===== src/rtl/seg_pkg.sv =====
// Shared types for the segmented address generator.
// Assumes exactly four segment bases, indexed by a 2-bit code.
package seg_pkg;

    typedef enum logic [1:0] {
        SEG_CODE  = 2'd0,
        SEG_STACK = 2'd1,
        SEG_DATA  = 2'd2,
        SEG_EXTRA = 2'd3
    } seg_idx_t;

    typedef enum logic [1:0] {
        ACC_FETCH   = 2'd0,
        ACC_DATA    = 2'd1,
        ACC_STR_DST = 2'd2,
        ACC_RSVD    = 2'd3
    } acc_kind_t;

    localparam int NUM_SEGS = 4;

endpackage


===== src/rtl/seg_base_file.sv =====
// Holds the segment base registers, with one write port and one read port.
// Assumes: the read is combinational and shows the value held before any
// write in the same cycle (no bypass). Reset clears every base to zero.
module seg_base_file #(
    parameter int SEG_W  = 16,
    parameter int NSEG   = 4,
    localparam int IDX_W = $clog2(NSEG)
) (
    input  logic             clk,
    input  logic             rst_n,
    input  logic             wr_en,
    input  logic [IDX_W-1:0] wr_idx,
    input  logic [SEG_W-1:0] wr_data,
    input  logic [IDX_W-1:0] rd_idx,
    output logic [SEG_W-1:0] rd_data
);

    logic [NSEG-1:0][SEG_W-1:0] base_q;

    genvar g;
    generate
        for (g = 0; g < NSEG; g++) begin : g_base
            // Load one base when the write port addresses it.
            always_ff @(posedge clk) begin
                if (!rst_n) begin
                    base_q[g] <= '0;
                end else if (wr_en && (wr_idx == IDX_W'(g))) begin
                    base_q[g] <= wr_data;
                end
            end
        end
    endgenerate

    // Read mux that returns the registered value.
    always_comb begin
        rd_data = base_q[rd_idx];
    end


    wr_lands_chk: assert property (@(posedge clk) disable iff (!rst_n)
        wr_en |=> (base_q[$past(wr_idx)] == $past(wr_data)));

endmodule


===== src/rtl/seg_chooser.sv =====
// Picks the segment index for one access.
// Fetch always goes to code and a string destination always goes to extra.
// The other kinds go to the override when one is present. Without an
// override they go to stack when the access is stack-pointer based, and to
// data otherwise. Purely combinational.
module seg_chooser
    import seg_pkg::*;
(
    input  logic [1:0] acc_kind,
    input  logic       stack_base,
    input  logic       ovr_en,
    input  logic [1:0] ovr_idx,
    output logic [1:0] seg_sel
);

    acc_kind_t kind;
    seg_idx_t  dflt;

    // Decode the access kind.
    always_comb begin
        kind = acc_kind_t'(acc_kind);
    end

    // Default segment for the data-like kinds.
    always_comb begin
        dflt = stack_base ? SEG_STACK : SEG_DATA;
    end

    // Final choice: the fixed cases first, then the override, then the default.
    always_comb begin
        unique case (kind)
            ACC_FETCH:   seg_sel = SEG_CODE;
            ACC_STR_DST: seg_sel = SEG_EXTRA;
            default:     seg_sel = ovr_en ? ovr_idx : dflt;
        endcase
    end

endmodule


===== src/rtl/seg_addr_adder.sv =====
// Forms base << SHIFT plus offset, truncated to ADDR_W bits.
// The carry out of the top bit is dropped, so the result wraps.
// Assumes OFS_W <= ADDR_W.
module seg_addr_adder #(
    parameter int SEG_W  = 16,
    parameter int OFS_W  = 16,
    parameter int SHIFT  = 4,
    localparam int ADDR_W = SEG_W + SHIFT
) (
    input  logic [SEG_W-1:0]  seg_val,
    input  logic [OFS_W-1:0]  ofs,
    output logic [ADDR_W-1:0] sum
);

    logic [ADDR_W-1:0] base_ext;
    logic [ADDR_W-1:0] ofs_ext;

    // Place the base above the shift.
    always_comb begin
        base_ext = {seg_val, {SHIFT{1'b0}}};
    end

    generate
        if (ADDR_W > OFS_W) begin : g_pad
            // Zero-extend an offset that is narrower than the address.
            always_comb begin
                ofs_ext = {{(ADDR_W - OFS_W){1'b0}}, ofs};
            end
        end else begin : g_same
            // The offset already fills the address width.
            always_comb begin
                ofs_ext = ofs;
            end
        end
    endgenerate

    // Add modulo 2**ADDR_W.
    always_comb begin
        sum = base_ext + ofs_ext;
    end

endmodule


===== src/rtl/seg_addr_gen.sv =====
// Top of the segmented physical address generator.
// It chooses a segment for each request, reads that base and adds the
// offset. The address and the chosen index are registered, so they appear
// one cycle after req_valid. Base writes take effect at the clock edge, and
// a request in the same cycle uses the old base.
module seg_addr_gen
    import seg_pkg::*;
#(
    parameter int SEG_W  = 16,
    parameter int OFS_W  = 16,
    parameter int SHIFT  = 4,
    localparam int ADDR_W = SEG_W + SHIFT,
    localparam int IDX_W  = $clog2(NUM_SEGS)
) (
    input  logic              clk,
    input  logic              rst_n,
    input  logic              seg_we,
    input  logic [IDX_W-1:0]  seg_widx,
    input  logic [SEG_W-1:0]  seg_wdata,
    input  logic              req_valid,
    input  logic [1:0]        acc_kind,
    input  logic              stack_base,
    input  logic              ovr_en,
    input  logic [IDX_W-1:0]  ovr_idx,
    input  logic [OFS_W-1:0]  offset,
    output logic              rsp_valid,
    output logic [ADDR_W-1:0] phys_addr,
    output logic [IDX_W-1:0]  seg_used
);

    logic [IDX_W-1:0]  sel;
    logic [SEG_W-1:0]  base_val;
    logic [ADDR_W-1:0] addr_next;

    seg_chooser u_choose (
        .acc_kind   (acc_kind),
        .stack_base (stack_base),
        .ovr_en     (ovr_en),
        .ovr_idx    (ovr_idx),
        .seg_sel    (sel)
    );

    seg_base_file #(.SEG_W(SEG_W), .NSEG(NUM_SEGS)) u_bases (
        .clk     (clk),
        .rst_n   (rst_n),
        .wr_en   (seg_we),
        .wr_idx  (seg_widx),
        .wr_data (seg_wdata),
        .rd_idx  (sel),
        .rd_data (base_val)
    );

    seg_addr_adder #(.SEG_W(SEG_W), .OFS_W(OFS_W), .SHIFT(SHIFT)) u_add (
        .seg_val (base_val),
        .ofs     (offset),
        .sum     (addr_next)
    );

    // Response flag, valid for one cycle per request.
    always_ff @(posedge clk) begin
        if (!rst_n) rsp_valid <= 1'b0;
        else        rsp_valid <= req_valid;
    end

    // Capture the address and index on a request and hold them otherwise.
    always_ff @(posedge clk) begin
        if (!rst_n) begin
            phys_addr <= '0;
            seg_used  <= '0;
        end else if (req_valid) begin
            phys_addr <= addr_next;
            seg_used  <= sel;
        end
    end


    rsp_follows_chk: assert property (@(posedge clk) disable iff (!rst_n)
        req_valid |=> rsp_valid);


    idle_hold_chk: assert property (@(posedge clk) disable iff (!rst_n)
        !req_valid |=> (!rsp_valid && $stable(phys_addr) && $stable(seg_used)));


    fetch_code_chk: assert property (@(posedge clk) disable iff (!rst_n)
        (req_valid && acc_kind == 2'd0) |=> (seg_used == 2'd0));


    strdst_extra_chk: assert property (@(posedge clk) disable iff (!rst_n)
        (req_valid && acc_kind == 2'd2) |=> (seg_used == 2'd3));


    ovr_taken_chk: assert property (@(posedge clk) disable iff (!rst_n)
        (req_valid && acc_kind == 2'd1 && ovr_en) |=> (seg_used == $past(ovr_idx)));

endmodule


===== config.mk =====
export PLATFORM = sky130hd
export DESIGN_NAME = seg_addr_gen
export DESIGN_NICKNAME = d
export VERILOG_FILES = /design/src/rtl/seg_pkg.sv /design/src/rtl/seg_base_file.sv /design/src/rtl/seg_chooser.sv /design/src/rtl/seg_addr_adder.sv /design/src/rtl/seg_addr_gen.sv
export SDC_FILE = /design/constraint.sdc
export NUM_CORES = 1
export LEC_CHECK = 0
export BUFFER_PORTS_ARGS = -buffer_cell sky130_fd_sc_hd__buf_2
export CORE_MARGIN = 2
export CORE_UTILIZATION = 40
export DETAILED_ROUTE_END_ITERATION = 6
export GPL_ROUTABILITY_DRIVEN = 0
export PLACE_DENSITY = 0.59
export SLEW_MARGIN = 20
export SYNTH_ARGS = -nofsm -noshare
export SYNTH_HDL_FRONTEND = slang
export SYNTH_SLANG_ARGS = --single-unit
export TNS_END_PERCENT = 50

===== constraint.sdc =====
create_clock -name clk -period 5.1 [get_ports clk]
set_input_delay 0 -clock clk [delete_from_list [all_inputs] [get_ports clk]]
set_output_delay 0 -clock clk [all_outputs]
set_load 0.02 [all_outputs]

==> impl_results.md, run 1 <==
* Vias in the first global route at 3554
* FP Rows at 38
* Wire per inst at 14.9 um
* Non-Filler Instances at 727
* Largest family of logic cells by synthesized area: compound AO/OA/AOI/OAI gates
* Setup TNS Final at 0 ns
* H-tree levels at 3
* Worst VDD drop at 0.000150 V
* Hold Path Stages at 4
* DRC Markers at 0
* Die Span Y at 109 um
* Crit Path Class: input pin to register
* Die ar. at 11800 um^2
* Total track usage at 0.193
* Fmax at 295 MHz
* Hold Path Origin: offset[4]
* Top FF cell, synth: dfxtp_1
* WL final at 10800 um
* Register area share after synthesis at 0.398
* Adder-Cell Fraction of Synth Area at 0.0417
* Io pins at 67
* Synthesized instance count at 507
* Synth top area cells: dfxtp_1 40%, nand2_1 12%, a21boi_0 9.1%
* Tcrit/Tclk final at 0.665
* GRT busiest layer: met2
* Placed Instances at 691
* Register area at 1740 um^2
* CP delay by family, top: compound AO/OA/AOI/OAI gates
* P per Cell Area at 279 nW/um^2
* Largest net degree at the start of global routing at 88
* Worst setup EP type: register
* Fraction of registers with async set/reset at 0
* Clk sinks at 87
* I/O Buffers at 66
* Area delta synth->final at 18.8%
* M3 GR Usage at 0.0295
* Worst-path maximum fanout at 11
* Antenna Cells at 0
* WP data required at 5.39 ns
* Seq cells post-synth at 87
* Clock skew at 0.0126 ns
* Critical Path Start Type: input pin
* Status: complete, no violations
* Resized Gates After CTS at 0
* Worst-Margin Slew at 0.775 ns
* Post-DRT Antenna Nets at 0
* TritonCTS clock tree: yes
* Post-synth cell types at 57
* DIE WIDTH at 109 um
* Slew Limit Headroom at 0.484
* Core area at 10700 um^2
* GR met2 Demand/Resource at 0.329
* Initial antenna violation count at 0
* Hold WC Path Type: input pin to register
* Final Hold Fails at 0
* Clock Latency Late Sink at 0.36 ns
* Data arrival time of the worst path at 3.68 ns
* Initial DRC Count at 192
* Total CTS buffers at 9
* Pleak at 2.09 nW
* Syn_nets at 565
* Reg-to-reg startpoint: u_bases.base_q[1]
* Setup Viol. Count Final at 0
* Hold Path End: phys_addr[4]
* DP Wirelength at 7430 um
* Total power at 1.45 mW
* FF-to-FF End: phys_addr[17]
* Grt met1 use at 0.243
* First-pass GRT wire length at 17500 um
* Footprint of the multi-input gates at 2500 um^2
* Drt via density at 5.15
* Slew Viols, Final at 0
* Worst-path cell chain: buf_2 > inv_1 > o31a_2 > nor2_1 > a22oi_1 > o21ai_0 > ha_1 > a211oi_1 > nor2_1 > o41ai_2 > o21ai_0 > a211o_1 > a31oi_1
* Cell area after synthesis at 4380 um^2
* Number of synthesized flops with an enable pin at 0
* Leading area contributor after synthesis: dfxtp_1
* Vias at 3744
* Max incr delay on CP at 0.60 ns
* Yosys top cell area share at 0.398
* Reg clk slew, reported paths at 0.09 ns
* GRT overflow at 0
* CTS max path bufs at 2
* Synth warn at 0
* Initial Util at 0.407
* Post-Syn Area per Cell at 8.63 um^2
* R2R Setup Slk at 2.39 ns
* R2R depth at 9
* Synth Area in Simple Gates at 0.198
* Initial DRT Pass Iterations at 4
* Synth Area in XOR/XNOR at 0.0220
* Util after Layout at 0.484
* Fill cell count at 1107
* Mux contribution to synthesized area at 0.0735
* CP Buf/Inv Count at 2
* Worst path slowest cell: nor2_1
* Hold Slack at 0.0477 ns
* Tmin final at 3.39 ns
* Final Net Count at 640
* Root Driver: clkbuf_8
* Compound-Gate Fraction of Synth Area at 0.237
* Layout cells sized above 1 at 0.182
* RSZ-0062 raised after global routing: false
* Max cap viols at 0
## layer usage
layer	share of wire	wire length (um)
met1	0.46	4980
met2	0.47	5110
met3	0.053	571
met4	0.016	176
met5	0	0
## state kept, by name (all words and copies together) (netlist names)
register and cells:
phys_addr 20, u_bases.base_q 64, seg_used 2, rsp_valid 1
## through the flow
step           worst slack [ns]  cell area (um^2)
2_1_floorplan              2.21              4380
3_3_place_gp               1.48              4810
3_5_place_dp               1.33              4810
4_1_cts                    1.72              5200
5_1_grt                    1.43              5200
6_report                   1.71              5200
## worst max-delay path by stage
stage / to / cells after the start / from
2_1_floorplan: phys_addr[17] / 12 / ovr_idx[1]
5_1_grt: phys_addr[17] / 13 / acc_kind[0]
6_report: phys_addr[17] / 13 / acc_kind[0]
4_1_cts: phys_addr[17] / 13 / acc_kind[0]
3_5_place_dp: phys_addr[17] / 13 / acc_kind[0]
3_3_place_gp: phys_addr[17] / 13 / acc_kind[0]
## cell usage in the layout (no fill, tap or decap), types with 5 or more instances in the layout
cell / instances
o21ai_0: 21
dlygate4sd3_1: 20
clkbuf_8: 9
a21boi_0: 53
nand2_1: 145
a21boi_1: 12
a21oi_1: 10
buf_2: 66
nor2_1: 13
buf_4: 6
xnor2_1: 6
xor2_1: 5
a22oi_1: 9
ha_1: 13
dfxtp_1: 87
mux2i_1: 24
nor2b_1: 17
## synth_stat cells, drive strengths merged (5+ instances only)
library cell,n
nor2b,17
a21oi,12
o22ai,5
xor2,5
dfxtp,87
mux2i,25
o21ai,21
xnor2,6
clkbuf,24
nand2,145
ha,13
nor2,13
a21boi,65
a22oi,9
## power breakdown
part	switching [mW]	total (mW)	internal (mW)
Sequential	0.0155	0.725	0.710
Combinational	0.146	0.255	0.109
Clock	0.245	0.470	0.225
Total	0.406	1.45	1.04
## layout make-up
class,instances,share of cell area
Multi-Input combinational cell,389,0.482
Sequential cell,87,0.335
Timing Repair Buffer,92,0.111
Tap cell,140,0.0337
Clock buffer,10,0.0246
Clock inverter,6,0.0118
Inverter,3,0.00217
## timing repair
action / CTS / global route
endpoints found under the hold margin: 68 / 0
hold buffers: 20 / 0
buffers inserted: 0 / 0
## tightest hold or removal path: stages
cell and delay, ns:
buf_2 0.08, ha_1 0.12, mux2i_1 0.06, nor2b_1 0.10
## kinds of logic (layout without fill, tap and decap cells)
group                      Yosys count  count (layout)
and+or+nand+nor                    198             198
AOI/OAI and AO/OA                  138             138
DFF                                 87              87
buffers and inverters               31             111
muxes                               28              28
adders and majority gates           14              14
xor gates and xnor gates            11              11
(Power assumes the default switching activity.)
==> inputs of run 2 (changes only) <==
--- a/config.mk
+++ b/config.mk
@@ -10,7 +10,7 @@
 export CORE_UTILIZATION = 40
 export DETAILED_ROUTE_END_ITERATION = 6
 export GPL_ROUTABILITY_DRIVEN = 0
-export PLACE_DENSITY = 0.59
+export PLACE_DENSITY = 0.61
 export SLEW_MARGIN = 20
 export SYNTH_ARGS = -nofsm -noshare
 export SYNTH_HDL_FRONTEND = slang
==> constraint.sdc (replaced) <==
create_clock -name clk -period 3 [get_ports clk]
set_input_delay 0 -clock clk [delete_from_list [all_inputs] [get_ports clk]]
set_output_delay 0 -clock clk [all_outputs]
set_load 0.02 [all_outputs]
==> run 2 against run 1 <==
Effect of this change: first-iteration DRC count shrank 14%; largest power group unchanged; setup slack worse by 1.5 ns; largest cell class unchanged; via count increased by 2.2%.
==> impl_results.md, run 2 (same netlist as run 1, synthesis figures left out) <==
* CTS max path bufs at 2 (unchanged)
* CTS Hold Buffers Added at 20 (unchanged)
* FP Rows at 38 (unchanged)
* Worst VDD drop at 0.000204 V (+35%)
* Worst-Margin Slew at 0.878 ns (+0.104 ns)
* Worst setup EP type: register
* Layout cells sized above 1 at 0.220 (+0.0376)
* GRT overflow at 0 (unchanged)
* Core area at 10700 um^2 (unchanged)
* RSZ-0062 raised after global routing: false
* Top flop regs: u_bases.base_q (64), phys_addr (20), seg_used (2)
* I/O Buffers at 66 (unchanged)
* Pleak at 2.23 nW (+7.0%)
* R2R Setup Slk at 0.40 ns (-1.99 ns)
* Die ar. at 11800 um^2 (unchanged)
* Total track usage at 0.201 (+0.00865)
* Die Span Y at 109 um (unchanged)
* WP data required at 3.25 ns (-2.14 ns)
* Io pins at 67 (unchanged)
* Area delta synth->final at 23.8%
* Initial antenna violation count at 0 (unchanged)
* Crit Path Class: input pin to register
* Initial DRT Pass Iterations at 4 (unchanged)
* Register area at 1740 um^2 (unchanged)
* Data arrival time of the worst path at 3.03 ns (-0.65 ns)
* Reg clk slew, reported paths at 0.09 ns (about the same)
* P per Cell Area at 458 nW/um^2 (+64%)
* Clock skew at 0.00531 ns (-0.00728 ns)
* Slew Viols, Final at 0 (unchanged)
* Post-CTS Repair Setup Buffers at 0 (unchanged)
* Wire per inst at 15.1 um (+1.4%)
* Initial Util at 0.407 (unchanged)
* Clk sinks at 87 (unchanged)
* Critical Path Start Type: input pin
* Worst-path maximum fanout at 5 (-6)
* Max reg flops at 64 (unchanged)
* Status: complete, no violations
* Clock Latency Late Sink at 0.35 ns (about the same)
* Most frequent cells in the layout: 145 x nand2_1, 87 x dfxtp_1, 66 x buf_2
* DIE WIDTH at 109 um (unchanged)
* WL final at 11400 um (+5.2%)
* Vias at 3827 (+2.2%)
* DP Wirelength at 8060 um (+8.5%)
* Setup TNS Final at 0 ns (unchanged)
* Fill cell count at 1057 (-4.5%)
* Hold WC Path Type: input pin to register
* Final Hold Fails at 0 (unchanged)
* Tcrit/Tclk final at 0.927
* Fmax at 360 MHz
* Resized Gates After CTS at 0 (unchanged)
* Most common cell after layout, fill and taps aside: nand2_1
* Slew Limit Headroom at 0.414 (-0.0692)
* First-pass GRT wire length at 18200 um (+4.3%)
* Setup Viol. Count Final at 0 (unchanged)
* Hold Slack at 0.0611 ns (+0.0134 ns)
* H-tree levels at 3 (unchanged)
* Antenna Cells at 0 (unchanged)
* Footprint of the multi-input gates at 2500 um^2 (unchanged)
* Initial DRC Count at 165 (-14%)
* Largest net degree at the start of global routing at 60 (-32%)
* Reg with most FFs: u_bases.base_q
* Drt via density at 5.08 (-1.4%)
* DRC Markers at 0 (unchanged)
* Post-DRT Antenna Nets at 0 (unchanged)
* Vias in the first global route at 3805 (+7.1%)
* Root Driver: clkbuf_8
* Tmin final at 2.78 ns
* Total CTS buffers at 9 (unchanged)
* TritonCTS clock tree: yes
* Max cap viols at 0 (unchanged)
* Final Net Count at 667 (+4.2%)
==> run 2: cell count changes in the layout (fill, tap and decap cells not counted) <==
cell	delta
clkinvlp_4	-1
clkbuf_8	+2
buf_12	+2
bufinv_16	-1
buf_4	+25
clkbuf_1	-1
clkinv_4	+1
==> run 2: critical path: stages <==
cell      delay, ns
buf_2          0.13
nor2b_1        0.29
o31a_2         0.21
nor2_1         0.08
buf_4          0.14
a22oi_1        0.17
o21ai_0        0.12
ha_1           0.24
fa_1           0.41
a211oi_1       0.26
nor2_1         0.10
a41oi_1        0.35
a21oi_1        0.16
xor2_1         0.18
mux2i_1        0.13
nor2b_1        0.06
==> run 2: final cells by class <==
| class | instances | share of cell area |
|---|---|---|
| Multi-Input combinational cell | 389 | 0.462 |
| Sequential cell | 87 | 0.321 |
| Timing Repair Buffer | 119 | 0.148 |
| Tap cell | 140 | 0.0323 |
| Clock buffer | 11 | 0.0279 |
| Clock inverter | 5 | 0.00600 |
| Inverter | 3 | 0.00208 |
==> run 2: path summary, 6_finish.rpt <==
check,start,end,depth (start not counted)
worst max register to register,u_bases.base_q[32],phys_addr[16],11
worst max-delay path,ovr_en,phys_addr[16],16
worst min-delay path,offset[4],phys_addr[4],4
worst min register to register,u_bases.base_q[55],u_bases.base_q[55],2
==> run 2: layer usage <==
layer  wire length (um)  GRT usage
met1               5310      0.238
met2               5540      0.363
met3                415     0.0404
met4                139     0.0668
met5                  0          0
==> run 2: metrics by stage <==
stage	total power, mW	area, um^2	std cells	setup WS, ns	utilization
after floorplan	1.54	4380	507	0.110	-
after global placement	1.72	5040	718	-0.0259	0.469
after detailed placement	1.73	5040	718	-0.118	0.469
after CTS	2.52	5420	754	0.281	0.504
after global routing	2.62	5420	754	0.0277	0.504
final	2.48	5420	754	0.220	0.504
==> run 2: power by group <==
part	internal, mW	total (mW)	switching, mW
combinational	0.222	0.484	0.262
clock	0.345	0.767	0.422
sequential	1.21	1.23	0.0272
